===== config.mk =====
export PLATFORM = sky130hd
export DESIGN_NAME = irq_vec_ctrl
export DESIGN_NICKNAME = d
export VERILOG_FILES = /design/src/rtl/ivc_pkg.sv /design/src/rtl/ivc_cfg_regs.sv /design/src/rtl/ivc_prio_enc.sv /design/src/rtl/irq_vec_ctrl.sv
export SDC_FILE = /design/constraint.sdc
export NUM_CORES = 1
export LEC_CHECK = 0
export BUFFER_PORTS_ARGS = -buffer_cell sky130_fd_sc_hd__buf_2
export CAP_MARGIN = 20
export CORE_UTILIZATION = 54
export CTS_CLUSTER_DIAMETER = 80
export CTS_CLUSTER_SIZE = 16
export DETAILED_ROUTE_END_ITERATION = 10
export GPL_ROUTABILITY_DRIVEN = 0
export PLACE_DENSITY = 0.8
export SKIP_LAST_GASP = 1
export SLEW_MARGIN = 10
export SYNTH_ARGS = -nofsm -noshare
export SYNTH_HDL_FRONTEND = slang
export SYNTH_SLANG_ARGS = --single-unit

===== constraint.sdc =====
create_clock -name clk_i -period 2.1 [get_ports clk_i]
set_input_delay 0.315 -clock clk_i [delete_from_list [all_inputs] [get_ports clk_i]]
set_output_delay 0.315 -clock clk_i [all_outputs]
set_load 0.1 [all_outputs]

===== src/rtl/ivc_pkg.sv =====
package ivc_pkg;
  localparam int unsigned ADDR_W = 3;

  typedef enum logic [ADDR_W-1:0] {
    A_ROUTE   = 3'd0,
    A_ENABLE  = 3'd1,
    A_FIQ_VEC = 3'd2,
    A_IRQ_VEC = 3'd3
  } ivc_addr_e;

  localparam int unsigned N_OUT = 2;
  localparam int unsigned O_FIQ = 0;
  localparam int unsigned O_IRQ = 1;
endpackage


===== src/rtl/ivc_cfg_regs.sv =====
module ivc_cfg_regs
  import ivc_pkg::*;
#(
  parameter int unsigned N_CH = 32
) (
  input  logic              clk_i,
  input  logic              rst_ni,
  input  logic              we_i,
  input  logic [ADDR_W-1:0] addr_i,
  input  logic [N_CH-1:0]   wdata_i,
  output logic [N_CH-1:0]   en_o,
  output logic [N_CH-1:0]   route_o
);
  always_ff @(posedge clk_i or negedge rst_ni) begin
    if (!rst_ni) begin
      en_o    <= '0;
      route_o <= '0;
    end else if (we_i) begin
      if (addr_i == A_ENABLE) en_o    <= wdata_i;
      if (addr_i == A_ROUTE)  route_o <= wdata_i;
    end
  end
endmodule


===== src/rtl/ivc_prio_enc.sv =====
module ivc_prio_enc #(
  parameter int unsigned N_CH  = 32,
  parameter int unsigned IDX_W = $clog2(N_CH)
) (
  input  logic [N_CH-1:0]  pend_i,
  output logic [IDX_W-1:0] idx_o,
  output logic             vld_o
);
  // ascending scan: the last hit, i.e. the highest channel, wins
  always_comb begin
    idx_o = '0;
    vld_o = 1'b0;
    for (int i = 0; i < N_CH; i++) begin
      if (pend_i[i]) begin
        idx_o = IDX_W'(i);
        vld_o = 1'b1;
      end
    end
  end
endmodule


===== src/rtl/irq_vec_ctrl.sv =====
module irq_vec_ctrl
  import ivc_pkg::*;
#(
  parameter int unsigned N_CH = 32
) (
  input  logic              clk_i,
  input  logic              rst_ni,
  input  logic [N_CH-1:0]   req_i,
  input  logic              reg_we_i,
  input  logic [ADDR_W-1:0] reg_addr_i,
  input  logic [N_CH-1:0]   reg_wdata_i,
  output logic [N_CH-1:0]   reg_rdata_o,
  output logic              fiq_o,
  output logic              irq_o
);
  localparam int unsigned IDX_W = $clog2(N_CH);

  logic [N_CH-1:0]  en_q, route_q;
  logic [N_CH-1:0]  pend   [N_OUT];
  logic [IDX_W-1:0] enc_idx[N_OUT];
  logic             enc_vld[N_OUT];
  logic [IDX_W-1:0] fiq_idx_q, irq_idx_q;

  ivc_cfg_regs #(.N_CH(N_CH)) u_cfg (
    .clk_i   (clk_i),
    .rst_ni  (rst_ni),
    .we_i    (reg_we_i),
    .addr_i  (reg_addr_i),
    .wdata_i (reg_wdata_i),
    .en_o    (en_q),
    .route_o (route_q)
  );

  assign pend[O_FIQ] = req_i & en_q & route_q;
  assign pend[O_IRQ] = req_i & en_q & ~route_q;

  for (genvar g = 0; g < N_OUT; g++) begin : g_enc
    ivc_prio_enc #(.N_CH(N_CH), .IDX_W(IDX_W)) u_enc (
      .pend_i (pend[g]),
      .idx_o  (enc_idx[g]),
      .vld_o  (enc_vld[g])
    );
  end

  always_ff @(posedge clk_i or negedge rst_ni) begin
    if (!rst_ni) begin
      fiq_o     <= 1'b0;
      irq_o     <= 1'b0;
      fiq_idx_q <= '0;
      irq_idx_q <= '0;
    end else begin
      fiq_o     <= enc_vld[O_FIQ];
      irq_o     <= enc_vld[O_IRQ];
      fiq_idx_q <= enc_idx[O_FIQ];
      irq_idx_q <= enc_idx[O_IRQ];
    end
  end

  function automatic logic [N_CH-1:0] vec_word(input logic vld, input logic [IDX_W-1:0] idx);
    logic [N_CH-1:0] w;
    w = '0;
    w[IDX_W-1:0] = idx;
    w[N_CH-1]    = vld;
    return w;
  endfunction

  always_comb begin
    case (reg_addr_i)
      A_ROUTE:   reg_rdata_o = route_q;
      A_ENABLE:  reg_rdata_o = en_q;
      A_FIQ_VEC: reg_rdata_o = vec_word(fiq_o, fiq_idx_q);
      A_IRQ_VEC: reg_rdata_o = vec_word(irq_o, irq_idx_q);
      default:   reg_rdata_o = '0;
    endcase
  end
endmodule


=== Yosys cells after proc, flatten, opt, wreduce, memory -nomap -nowiden ===
Cells that the tools add are included.

* Bits in registers: 76
* Bits in latches: 0
* Memory bits (writable): 0
* Bits in read-only memories: 0
* Input port bits: 70
* Output and inout bits: 34
* Word-level logic and storage cells: 143
* Memories kept: 0

* $add $sub $neg: 0
* Multipliers: 0
* Divide/modulo/power cells: 0
* Order comparisons: 0
* Equality and inequality tests: 3
* Shift-type cells: 0
* Mux-type cells: 127
* Bitwise operators: 4
* Reductions and logical operators: 3

{| class="wikitable"
|+ Operators with widths
! kind !! number
|-
| 2-to-1 mux 5 bit || 32
|-
| one-hot mux 32 bit (4 select lines) || 1
|-
| bitwise AND 32 bit || 3
|-
| 2-to-1 mux 1 bit || 66
|-
| 2-to-1 mux 4 bit || 16
|-
| inverter 32 bit || 1
|-
| 2-to-1 mux 3 bit || 8
|-
| 2-to-1 mux 2 bit || 4
|-
| == test 3 x 2 -> 1 bit, second input constant || 2
|-
| AND reduction 2 bit || 2
|-
| == test 3 x 1 -> 1 bit, second input constant || 1
|-
| zero test 3 bit || 1
|}

=== Depth between registers and ports, before layout ===
Gate-level depths: netlist of run 1.

* Word-level depth: 34
* Gate-level depth with buffers: 7
* Depth with buffers taken out: 5

=== Modules after synthesis ===
From an unflattened synthesis of run 1, not the netlist that was laid out.

* Cell total of the unflattened synthesis: 424
* Area total of the unflattened synthesis: 4377.9 µm²

{| class="wikitable"
|+ By module, submodules not included
! module !! times used !! cells an instance !! area an instance (µm²)
|-
| ivc_cfg_regs || 1 || 137 || 2428.6
|-
| irq_vec_ctrl || 1 || 163 || 1233.7
|-
| ivc_prio_enc || 2 || 62 || 357.8
|}

=== Least setup slack after synthesis of run 1 ===
OpenSTA, ideal clock, no wires.

* Kind: register -> output
* From: register fiq_o
* To: output port reg_rdata_o[31]
* Data arrival time: 2.651 ns
* Data required time: 1.785 ns
* Slack: -0.866 ns
* Stages on the path, launching flop included: 3
* Path buffers: 0
* Cell sequence: dfrtp_1 mux4_2 nor2b_1

* Longest elaborated chain between the ends: 1

{| class="wikitable"
|+ Ends and longest elaborated chain
! item !! line !! RTL
|-
| start: declaration || irq_vec_ctrl.sv:13 || <nowiki>output logic fiq_o,</nowiki>
|-
| start signal: assignment || irq_vec_ctrl.sv:52 || <nowiki>fiq_o <= enc_vld[O_FIQ];</nowiki>
|-
| one-hot mux 32 bit (4 select lines) || irq_vec_ctrl.sv:68 || <nowiki>case (reg_addr_i)</nowiki>
|-
| end: declaration || irq_vec_ctrl.sv:12 || <nowiki>output logic [N_CH-1:0] reg_rdata_o,</nowiki>
|}

No other way between the ends.

=== Worst setup path after layout of run 1 ===
* From: register u_cfg.en_o[4]
* To: output port reg_rdata_o[4]

* Longest elaborated chain between the ends: 1

{| class="wikitable"
|+ Ends and longest elaborated chain
! item !! line !! RTL
|-
| start: declaration || ivc_cfg_regs.sv:11 || <nowiki>output logic [N_CH-1:0] en_o,</nowiki>
|-
| start signal: assignment || ivc_cfg_regs.sv:19 || <nowiki>if (addr_i == A_ENABLE) en_o <= wdata_i;</nowiki>
|-
| one-hot mux 32 bit (4 select lines) || irq_vec_ctrl.sv:68 ||
|}

No other way between the ends.

==> results of run 1 <==
[layer usage]
| layer | GRT usage [%] | share of wire (%) | wire length (um) | up-vias |
|---|---|---|---|---|
| met1 | 38.3 | 43 | 4890 | 1850 |
| li1 | - | - | - | 1729 |
| met5 | 0 | 0 | 0 | - |
| met3 | 5.97 | 6.1 | 703 | 30 |
| met4 | 11.2 | 2.2 | 255 | 0 |
| met2 | 46.4 | 49 | 5590 | 145 |
[flip-flops by register name, indices dropped and copies added (netlist names)]
register and flops:
u_cfg.en_o 32, u_cfg.route_o 32, fiq_idx_q 5, irq_idx_q 5
fiq_o 1, irq_o 1
[stage by stage]
| step | instance area, um2 | hold slack (ps) | cells | utilization [%] | TNS, ps |
|---|---|---|---|---|---|
| detailed placement | 5420 | 382 | 593 | 69.8 | 0 |
| global placement | 5420 | 373 | 593 | 69.8 | 0 |
| CTS | 5600 | 13.0 | 607 | 72.1 | 0 |
| global route | 5600 | 20.7 | 607 | 72.1 | 0 |
| floorplan | 4400 | 19.4 | 396 | - | -336 |
| finish | 5600 | -3.81 | 607 | 72.1 | 0 |
[kinds of logic (layout without fill, tap and decap cells)]
| logic type | count (synthesis) | in the layout | synth area share (%) |
|---|---|---|---|
| DFF | 76 | 76 | 43.6 |
| buffers and inverters | 17 | 126 | 2.87 |
| and+or+nand+nor | 154 | 154 | 20.8 |
| AOI/OAI and AO/OA | 80 | 80 | 13.3 |
| muxes | 69 | 69 | 19.4 |
[critical path, stage by stage, from the launching register on]
cell and delay (ps):
sky130_fd_sc_hd__dfrtp_1 440, sky130_fd_sc_hd__mux4_2 480, sky130_fd_sc_hd__nor2b_2 170, sky130_fd_sc_hd__buf_2 300
[path summary, 6_finish.rpt]
check | start | endpoint | slack [ps]
hold reg to reg | u_cfg.route_o[12] | u_cfg.route_o[12] | 530
setup reg to reg | u_cfg.en_o[7] | fiq_o | 200
min in group clk_i | reg_wdata_i[20] | u_cfg.route_o[20] | 190
max in group asynchronous | rst_ni | fiq_idx_q[0] | 1780
hold / removal | rst_ni | u_cfg.route_o[6] | -4
setup / recovery | u_cfg.en_o[4] | reg_rdata_o[4] | 50
[placed cells by master, fill, tap and decap left out, types with 2 or more instances in the layout]
cell type,synthesis,routed
sky130_fd_sc_hd__clkinv_2,0,2
sky130_fd_sc_hd__nor3_1,4,4
sky130_fd_sc_hd__and2_1,3,3
sky130_fd_sc_hd__mux2_1,45,45
sky130_fd_sc_hd__and3b_1,20,20
sky130_fd_sc_hd__buf_4,4,4
sky130_fd_sc_hd__nor2b_2,0,6
sky130_fd_sc_hd__nor4b_1,4,4
sky130_fd_sc_hd__buf_12,0,30
sky130_fd_sc_hd__a22o_2,0,20
sky130_fd_sc_hd__nor2_1,14,14
sky130_fd_sc_hd__a2111oi_0,3,3
sky130_fd_sc_hd__and3_1,13,13
sky130_fd_sc_hd__mux4_2,6,6
sky130_fd_sc_hd__nand4_1,6,6
sky130_fd_sc_hd__o211ai_1,5,5
sky130_fd_sc_hd__clkbuf_8,0,9
sky130_fd_sc_hd__a31oi_1,3,3
sky130_fd_sc_hd__o21ai_1,2,2
sky130_fd_sc_hd__a22o_1,26,6
sky130_fd_sc_hd__nand3b_1,10,10
sky130_fd_sc_hd__o21bai_1,2,2
sky130_fd_sc_hd__a211oi_1,6,6
sky130_fd_sc_hd__mux2_2,18,18
sky130_fd_sc_hd__nand2_1,33,33
sky130_fd_sc_hd__nand3_1,27,27
sky130_fd_sc_hd__o32ai_1,2,2
sky130_fd_sc_hd__buf_2,1,77
sky130_fd_sc_hd__dfrtp_1,76,76
sky130_fd_sc_hd__clkinvlp_4,0,2
sky130_fd_sc_hd__nor2b_1,10,4
sky130_fd_sc_hd__nand2b_1,3,3
sky130_fd_sc_hd__a21oi_1,10,10
sky130_fd_sc_hd__o21ai_0,14,14
[where the power goes]
group	switching, uW	internal (uW)
clock	532	532
combinational	1200	843
sequential	351	1830
total	2080	3200
[final cells by class]
type / instances / share of cell area (%)
multi-input cells: 303 / 42.3
flip-flops and latches: 76 / 34.0
repair buffers: 111 / 18.1
well taps: 102 / 2.28
clock buffers: 9 / 2.21
clock inverters: 5 / 0.983
inverters: 1 / 0.0670
==> results.sh, run 1 <==
export IMPL_synth_area_mm2=0.00436
export IMPL_gr_usage_all_layers_pct=28.8
export IMPL_total_via_count_after_detailed_routing=3754
export IMPL_htreeDepth=3
export IMPL_postSynth_asyncResetShare_pct=100
export IMPL_finalClockSkew_ps=11.5
export IMPL_critical_path_at_ps=1740
export IMPL_syn_instance_count=396
export IMPL_critical_path_startpoint_type="register"
export IMPL_synth_yosys_seq_area_share_pct=43.6
export IMPL_synthTopCellsByCount="sky130_fd_sc_hd__dfrtp_1 (76), sky130_fd_sc_hd__mux2_1 (45), sky130_fd_sc_hd__nand2_1 (33), sky130_fd_sc_hd__nand3_1 (27), sky130_fd_sc_hd__a22o_1 (26)"
export IMPL_setup_bufs_post_cts=0
export IMPL_routedWlPerCell_um=18.8
export IMPL_num_fill_cells=569
export IMPL_fin_crit_ps=2050
export IMPL_grt_pass1_vias=3812
export IMPL_final_max_slew_viol_count=0
export IMPL_yosys_warns=0
export IMPL_routed_via_density=6.18
export IMPL_clock_sink_count=76
export IMPL_cts_root_buffer="sky130_fd_sc_hd__clkbuf_8"
export IMPL_floorplan_core_area_mm2=0.00777
export IMPL_drtIter0Drc=222
export IMPL_final_hold_worst_slack_ps=-3.81
export IMPL_initial_utilization_pct=56.1
export IMPL_vdd_ir_drop_max_mv=0.539
export IMPL_ant_nets=0
export IMPL_dp_final_hpwl_um=8500
export IMPL_criticalPathCategory="reg2out"
export IMPL_totalPowerFinal_uw=5290
export IMPL_rr_worst_depth=4
export IMPL_cts_resized=0
export IMPL_worst_slew_pin_slew_ps=503
export IMPL_antennaDiodeCount=0
export IMPL_die_area_mm2=0.00843
export IMPL_synthesis_area_per_instance_um2=11.0
export IMPL_rsz0062_at_grt="false"
export IMPL_grt_pass1_wl_um=18700
export IMPL_synth_enable_flop_cells=0
export IMPL_remaining_drc_errors=0
export IMPL_routed_wl_um=11400
export IMPL_row_count=32
export IMPL_cts_inserted_buffers=9
export IMPL_die_h_um=91.8
export IMPL_final_seq_area_mm2=0.00190
export IMPL_ys_top_cells_by_area="sky130_fd_sc_hd__dfrtp_1 (44%), sky130_fd_sc_hd__mux2_1 (12%), sky130_fd_sc_hd__a22o_1 (5.2%)"
export IMPL_area_fraction_of_the_dominant_cell_type_after_synthesis_pct=43.6
export IMPL_part_of_the_cycle_the_worst_path_needs_pct=97.6
export IMPL_tritoncts="done"
export IMPL_cellLeakagePower_uw=0.00255
export IMPL_critPathMaxFanout=6
export IMPL_synth_top_flop_cell="sky130_fd_sc_hd__dfrtp_1"
export IMPL_mappedNetlistNets=466
export IMPL_firstDrtPassIters=5
export IMPL_cp_end_kind="output pin"
export IMPL_floorplan_die_width_um=91.8
export IMPL_report_final_setup_viol=0
export IMPL_nets=572
export IMPL_max_freq_mhz=488
export IMPL_postCtsHoldBufs=0
export IMPL_yosys_cell_types_count=45
export IMPL_yosys_register_bits=76
export IMPL_multi_input_gate_area_in_the_final_layout_mm2=0.00237
export IMPL_io_buffers=103
export IMPL_holdCritPathClass="in2async"
export IMPL_cellPowerDensity_mw_per_mm2=944
export IMPL_status="finished, violations left"
export IMPL_io_pins=104
export IMPL_max_cap_violations=0
export IMPL_post_route_cells_drive_above_1_share_pct=35.0
export IMPL_synth_largest_area_cell="sky130_fd_sc_hd__dfrtp_1"
export IMPL_synth_most_common_cell="sky130_fd_sc_hd__dfrtp_1"
export IMPL_violations_in_the_final_reports="negative hold slack"
export IMPL_setup_slack_ps=49.7
export IMPL_crit_required_ps=1780
export IMPL_worstSkewPairLatency_ps=340
export IMPL_relSlewSlack_pct=65.6
export IMPL_cts_reportedPaths_clkPinSlew_ps=80
export IMPL_clk_path_buf_depth=2
export IMPL_hold_violations=4
export IMPL_area_growth_synth_to_final_pct=28.5
export IMPL_grt_start_max_net_pins=77
export IMPL_post_place_ws_ps=218
export IMPL_grt_remaining_overflow=0
export IMPL_antenna_found_initial=0
Power figures use the tool's default switching activity.
==> inputs of run 2 (changes only) <==
--- a/config.mk
+++ b/config.mk
@@ -7,12 +7,12 @@
 export LEC_CHECK = 0
 export BUFFER_PORTS_ARGS = -buffer_cell sky130_fd_sc_hd__buf_2
 export CAP_MARGIN = 20
-export CORE_UTILIZATION = 54
+export CORE_UTILIZATION = 58
 export CTS_CLUSTER_DIAMETER = 80
 export CTS_CLUSTER_SIZE = 16
 export DETAILED_ROUTE_END_ITERATION = 10
 export GPL_ROUTABILITY_DRIVEN = 0
-export PLACE_DENSITY = 0.8
+export PLACE_DENSITY = 0.85
 export SKIP_LAST_GASP = 1
 export SLEW_MARGIN = 10
 export SYNTH_ARGS = -nofsm -noshare
==> constraint.sdc (replaced) <==
create_clock -name clk_i -period 2.62 [get_ports clk_i]
set_input_delay 0.393 -clock clk_i [delete_from_list [all_inputs] [get_ports clk_i]]
set_output_delay 0.393 -clock clk_i [all_outputs]
set_load 0.1 [all_outputs]
==> run 2 against run 1 <==
  * The run now ends clean
  * Critical path depth stayed put
  * Clock power is 6% lower
  * Sequential power is 20% lower
  * Hold slack better by 100 ps
  * Non-clock buffer count is 1 lower
  * Setup slack better by 450 ps
  * Cell count is 0.33% lower
  * Design area is 0.42% lower
  * Utilization is 4.8 points higher
  * Clock skew is 3.8 ps lower
  * Register-to-register slack better by 620 ps
  * Largest power group unchanged
==> results.sh, run 2 (synthesis gave the netlist of run 1 again) <==
export IMPL_die_area_mm2=0.00786
export IMPL_initial_utilization_pct=60.1
export IMPL_row_count=31
export IMPL_total_via_count_after_detailed_routing=3885
export IMPL_gr_usage_all_layers_pct=31.7
export IMPL_criticalPathCategory="reg2out"
export IMPL_crit_required_ps=2230
export IMPL_post_route_cells_drive_above_1_share_pct=30.6
export IMPL_fin_crit_ps=2120
export IMPL_finalClockSkew_ps=7.75
export IMPL_floorplan_core_area_mm2=0.00725
export IMPL_setup_bufs_post_cts=0
export IMPL_status="complete, no violations"
export IMPL_nets=571
export IMPL_final_max_slew_viol_count=0
export IMPL_routedWlPerCell_um=19.2
export IMPL_totalNegativeSetupSlack_ps=0
export IMPL_cellPowerDensity_mw_per_mm2=786
export IMPL_io_buffers=103
export IMPL_clk_path_buf_depth=2
export IMPL_cts_reportedPaths_clkPinSlew_ps=80
export IMPL_final_cell_area_excluding_filler_cells_mm2=0.00558
export IMPL_cts_resized=0
export IMPL_holdCritPathClass="in2async"
export IMPL_max_freq_mhz=471
export IMPL_vdd_ir_drop_max_mv=0.460
export IMPL_critPathMaxFanout=6
export IMPL_layout_cells_most_common="sky130_fd_sc_hd__buf_2"
export IMPL_placed_cell_area_mm2=0.00535
export IMPL_largestRegisters="u_cfg.en_o x32, u_cfg.route_o x32"
export IMPL_rsz0062_at_grt="false"
export IMPL_postCtsHoldBufs=0
export IMPL_cp_end_kind="output pin"
export IMPL_dp_final_hpwl_um=8480
export IMPL_grt_pass1_vias=3816
export IMPL_rr_worst_depth=4
export IMPL_routed_via_density=6.42
export IMPL_antenna_found_initial=0
export IMPL_final_hold_worst_slack_ps=98.5
export IMPL_regToRegStartpoint="u_cfg.route_o[6]"
export IMPL_critical_path_startpoint_type="register"
export IMPL_report_final_setup_viol=0
export IMPL_worst_slew_pin_slew_ps=752
export IMPL_clock_sink_count=76
export IMPL_post_place_ws_ps=442
export IMPL_drtIter0Drc=289
export IMPL_grt_pass1_wl_um=18600
export IMPL_number_of_standard_cells_in_the_layout_taps_in_and_fillers_out=605
export IMPL_cts_root_buffer="sky130_fd_sc_hd__clkbuf_8"
export IMPL_most_common_layout_cells="sky130_fd_sc_hd__buf_2 (77), sky130_fd_sc_hd__dfrtp_1 (76), sky130_fd_sc_hd__mux2_1 (45)"
export IMPL_worst_setup_path_startpoint="u_cfg.route_o[4]"
export IMPL_grt_start_max_net_pins=35
export IMPL_area_growth_synth_to_final_pct=27.9
export IMPL_worstSkewPairLatency_ps=360
export IMPL_die_h_um=88.7
export IMPL_relSlewSlack_pct=49.9
export IMPL_io_pins=104
export IMPL_antennaDiodeCount=0
export IMPL_ant_nets=0
export IMPL_cellLeakagePower_uw=0.00254
export IMPL_setup_slack_ps=499
export IMPL_floorplan_die_width_um=88.7
export IMPL_firstDrtPassIters=6
export IMPL_dpl_cell_count=589
export IMPL_grt_remaining_overflow=0
export IMPL_part_of_the_cycle_the_worst_path_needs_pct=81.0
export IMPL_tritoncts="done"
export IMPL_max_cap_violations=0
export IMPL_routed_wl_um=11600
export IMPL_num_fill_cells=483
export IMPL_critical_path_at_ps=1730
export IMPL_hold_violations=0
export IMPL_remaining_drc_errors=0
export IMPL_cts_inserted_buffers=9
export IMPL_htreeDepth=3
==> run 2: path summary, 6_finish.rpt <==
kind,end,slack (ps)
worst max-delay path,reg_rdata_o[4],500
worst min-delay path,u_cfg.en_o[9],100
worst max register to register,fiq_o,820
worst min register to register,u_cfg.en_o[7],540
max in group asynchronous,u_cfg.route_o[26],1640
min in group clk_i,u_cfg.route_o[14],260
==> run 2: final cells by class <==
class,count,area [um2],area share [%]
clock inverter,7,100,1.80
timing repair buffer,110,983,17.6
sequential,76,1900,34.1
tap,99,124,2.22
clock buffer,9,124,2.22
inverter,1,3.75,0.0673
multi-input combinational,303,2340,41.9
==> run 2: layer usage <==
| metal | routed length [um] | global-route usage [%] |
|---|---|---|
| met3 | 846 | 6.81 |
| met1 | 4690 | 40.6 |
| met2 | 5750 | 52.7 |
| met5 | 0 | 0 |
| met4 | 326 | 12.9 |
==> run 2: where the power goes <==
group / internal [uW] / switching [uW]
clock: 540 / 461
sequential: 1460 / 275
combinational: 662 / 977
==> run 2: critical path, cell delays in order (launching register included) <==
cell                      delay [ps]
sky130_fd_sc_hd__dfrtp_1         440
sky130_fd_sc_hd__mux4_2          480
sky130_fd_sc_hd__nor2b_2         160
sky130_fd_sc_hd__buf_2           290
==> run 2: metrics by stage <==
step | power (uW) | utilization, %
2_1_floorplan | 2840 | -
3_3_place_gp | 3290 | 73.8
3_5_place_dp | 3360 | 73.8
4_1_cts | 4380 | 76.9
5_1_grt | 4600 | 76.9
6_report | 4380 | 76.9
==> inputs of run 3 (changes only) <==
--- a/config.mk
+++ b/config.mk
@@ -5,14 +5,15 @@
 export SDC_FILE = /design/constraint.sdc
 export NUM_CORES = 1
 export LEC_CHECK = 0
+export ABC_AREA = 1
 export BUFFER_PORTS_ARGS = -buffer_cell sky130_fd_sc_hd__buf_2
 export CAP_MARGIN = 20
-export CORE_UTILIZATION = 58
+export CORE_UTILIZATION = 48
 export CTS_CLUSTER_DIAMETER = 80
 export CTS_CLUSTER_SIZE = 16
 export DETAILED_ROUTE_END_ITERATION = 10
 export GPL_ROUTABILITY_DRIVEN = 0
-export PLACE_DENSITY = 0.85
+export PLACE_DENSITY = 0.76
 export SKIP_LAST_GASP = 1
 export SLEW_MARGIN = 10
 export SYNTH_ARGS = -nofsm -noshare
==> constraint.sdc (replaced) <==
create_clock -name clk_i -period 1.7 [get_ports clk_i]
set_input_delay 0.255 -clock clk_i [delete_from_list [all_inputs] [get_ports clk_i]]
set_output_delay 0.255 -clock clk_i [all_outputs]
set_load 0.1 [all_outputs]
==> run 3 against run 2 <==
  * Highest routed layer unchanged
  * Hold slack improved by 56 ps
  * Clock power up 52%
  * Area after synthesis down 4.6%
  * Die area rose by 15%
  * Cell count increased by 42%
  * Critical endpoint is now fiq_idx_q[0]
  * The run now ends with negative setup slack left
  * Global-route usage is 1.2 points lower
  * Setup slack worse by 1100 ps
  * Via count rose by 19%
  * Routed wire length rose by 9.7%
  * Power is 59% higher
==> results.sh, run 3 <==
export IMPL_max_freq_mhz=437
export IMPL_timing_critical_path_depth=32
export IMPL_worstHoldPathCells=3
export IMPL_critPathBufInv=1
export IMPL_drtIter0Drc=361
export IMPL_max_cap_violations=0
export IMPL_area_fraction_of_the_dominant_cell_type_after_synthesis_pct=45.8
export IMPL_htreeDepth=3
export IMPL_worstSkewPairLatency_ps=350
export IMPL_finalClockSkew_ps=12.9
export IMPL_die_area_mm2=0.00904
export IMPL_synth_largest_area_cell="sky130_fd_sc_hd__dfrtp_1"
export IMPL_antennaDiodeCount=0
export IMPL_syn_instance_count=599
export IMPL_synthesis_area_per_instance_um2=6.94
export IMPL_hold_violations=0
export IMPL_critPathSlowestCell="sky130_fd_sc_hd__dfrtp_1"
export IMPL_post_route_cells_drive_above_1_share_pct=30.2
export IMPL_cp_end_kind="register"
export IMPL_hold_path_end="u_cfg.route_o[31]"
export IMPL_regToRegStartpoint="u_cfg.route_o[1]"
export IMPL_fin_crit_ps=2290
export IMPL_critical_path_startpoint_type="register"
export IMPL_io_buffers=103
export IMPL_vdd_ir_drop_max_mv=0.595
export IMPL_worst_slew_pin_slew_ps=485
export IMPL_worst_setup_path_startpoint="u_cfg.route_o[1]"
export IMPL_final_hold_worst_slack_ps=155
export IMPL_floorplan_core_area_mm2=0.00830
export IMPL_clock_sink_count=76
export IMPL_post_place_ws_ps=-521
export IMPL_rsz0062_at_grt="true"
export IMPL_die_h_um=95.1
export IMPL_part_of_the_cycle_the_worst_path_needs_pct=135
export IMPL_routed_via_density=5.38
export IMPL_yosys_cell_types_count=20
export IMPL_routedWlPerCell_um=14.8
export IMPL_layout_cells_most_common="sky130_fd_sc_hd__nand2_1"
export IMPL_setup_slack_ps=-591
export IMPL_num_fill_cells=567
export IMPL_synth_yosys_seq_area_share_pct=45.8
export IMPL_largestRegisters="u_cfg.en_o x32, u_cfg.route_o x32"
export IMPL_most_common_layout_cells="sky130_fd_sc_hd__nand2_1 (201), sky130_fd_sc_hd__dfrtp_1 (74), sky130_fd_sc_hd__buf_2 (71)"
export IMPL_io_pins=104
export IMPL_path_common_cell="sky130_fd_sc_hd__nand2_1"
export IMPL_critical_path_top_delay_family="simple AND/OR/NAND/NOR gates"
export IMPL_yosys_warns=0
export IMPL_cellLeakagePower_uw=0.00331
export IMPL_gr_usage_all_layers_pct=30.5
export IMPL_crit_path_max_incr_delay_ps=440
export IMPL_dpl_cell_count=840
export IMPL_cts_inserted_buffers=9
export IMPL_rrSetupSlack_ps=-590
export IMPL_dp_final_hpwl_um=9200
export IMPL_synth_area_mm2=0.00416
export IMPL_synth_most_common_cell="sky130_fd_sc_hd__nand2_1"
export IMPL_relSlewSlack_pct=67.9
export IMPL_critPathMaxFanout=3
export IMPL_ys_top_cells_by_area="sky130_fd_sc_hd__dfrtp_1 (46%), sky130_fd_sc_hd__nand2_1 (19%), sky130_fd_sc_hd__o21ai_1 (11%)"
export IMPL_synthTopCellsByCount="sky130_fd_sc_hd__nand2_1 (206), sky130_fd_sc_hd__o21ai_1 (92), sky130_fd_sc_hd__dfrtp_1 (76), sky130_fd_sc_hd__inv_1 (72), sky130_fd_sc_hd__nand3_1 (62)"
export IMPL_floorplan_die_width_um=95.1
export IMPL_critical_path_at_ps=2590
export IMPL_initial_utilization_pct=50.1
export IMPL_holdCritPathClass="in2reg"
export IMPL_tritoncts="done"
export IMPL_routed_wl_um=12700
export IMPL_cts_reportedPaths_clkPinSlew_ps=90
export IMPL_clk_path_buf_depth=2
export IMPL_grt_start_max_net_pins=77
export IMPL_yosys_register_bits=76
export IMPL_multi_input_gate_area_in_the_final_layout_mm2=0.00235
export IMPL_area_growth_synth_to_final_pct=54.5
export IMPL_final_max_slew_viol_count=0
export IMPL_row_count=33
export IMPL_report_final_setup_viol=4
export IMPL_final_seq_area_mm2=0.00190
export IMPL_antenna_found_initial=0
export IMPL_remaining_drc_errors=0
export IMPL_rr_worst_depth=32
export IMPL_r2r_end="fiq_idx_q[0]"
export IMPL_ant_nets=0
export IMPL_crit_required_ps=1990
export IMPL_cts_root_buffer="sky130_fd_sc_hd__clkbuf_8"
export IMPL_grt_pass1_wl_um=21300
export IMPL_violations_in_the_final_reports="negative setup slack"
export IMPL_grt_pass1_vias=4721
export IMPL_number_of_standard_cells_in_the_layout_taps_in_and_fillers_out=860
export IMPL_cellPowerDensity_mw_per_mm2=1090
export IMPL_synth_top_flop_cell="sky130_fd_sc_hd__dfrtp_1"
export IMPL_grt_remaining_overflow=0
export IMPL_total_via_count_after_detailed_routing=4627
export IMPL_criticalPathCategory="reg2reg"
export IMPL_min_delay_start="reg_wdata_i[31]"
export IMPL_status="finished, violations left"
export IMPL_mappedNetlistNets=669
export IMPL_nets=820
export IMPL_synth_enable_flop_cells=0
export IMPL_postSynth_asyncResetShare_pct=100
export IMPL_firstDrtPassIters=7
run 3: changes by cell type after synthesis, sizes merged, moves of 26 or more:
cell / previous run / this run
a22o: 26 / 0
mux2: 63 / 0
nand3: 27 / 62
nand2: 33 / 206
o21ai: 16 / 93
inv: 1 / 76
run 3: power by group:
part	switching, uW	internal [uW]
Clock	690	830
Combinational	1800	1120
Sequential	320	2220
Total	2810	4160
run 3: layer usage:
layer  track usage (%)  up-vias  wire length, um
li1                  -     2244                -
met1              37.1     2174             5220
met2              53.6      182             6570
met3              6.22       27              723
met4              10.9        0              225
met5                 0        -                0
run 3: area by class of cell:
| type | instances | area share (%) |
|---|---|---|
| clock inverters | 6 | 1.40 |
| flip-flops and latches | 76 | 29.7 |
| clock buffers | 10 | 1.99 |
| inverters | 76 | 4.56 |
| repair buffers | 161 | 23.7 |
| well taps | 105 | 2.05 |
| multi-input cells | 426 | 36.6 |
run 3: worst max-delay path by stage:
stage	end	slack [ps]
2_1_floorplan	irq_idx_q[0]	-240
3_3_place_gp	irq_idx_q[0]	-430
3_5_place_dp	irq_idx_q[0]	-520
4_1_cts	irq_idx_q[0]	-530
5_1_grt	irq_idx_q[0]	-850
6_report	fiq_idx_q[0]	-590
run 3: tightest hold or removal path: stages:
cell and delay (ps):
sky130_fd_sc_hd__buf_2 90, sky130_fd_sc_hd__inv_1 60, sky130_fd_sc_hd__o21ai_1 70
run 3: repair_timing:
item | CTS | global route
gates resized for setup | 6 | 7
endpoints found under the setup margin | 4 | 20
pin swaps | 0 | 3
hold endpoints to repair | 76 | 0
setup buffers | 2 | 2
hold buffers | 1 | 0
run 3: kinds of logic after synthesis:
group / Yosys count / share of synthesized area [%]
AOI/OAI and AO/OA: 107 / 13.8
buffers and inverters: 97 / 8.76
DFF: 76 / 45.8
and+or+nand+nor: 319 / 31.7
run 3: through the flow:
step,util [%],instance area [um2],total power (uW),setup TNS [ps]
6_report,77.4,6420,6970,-1250
5_1_grt,77.4,6420,7400,-2220
4_1_cts,76.8,6380,6950,-1140
3_5_place_dp,73.6,6110,5380,-1060
3_3_place_gp,73.6,6110,5260,-943
2_1_floorplan,-,4620,4320,-474
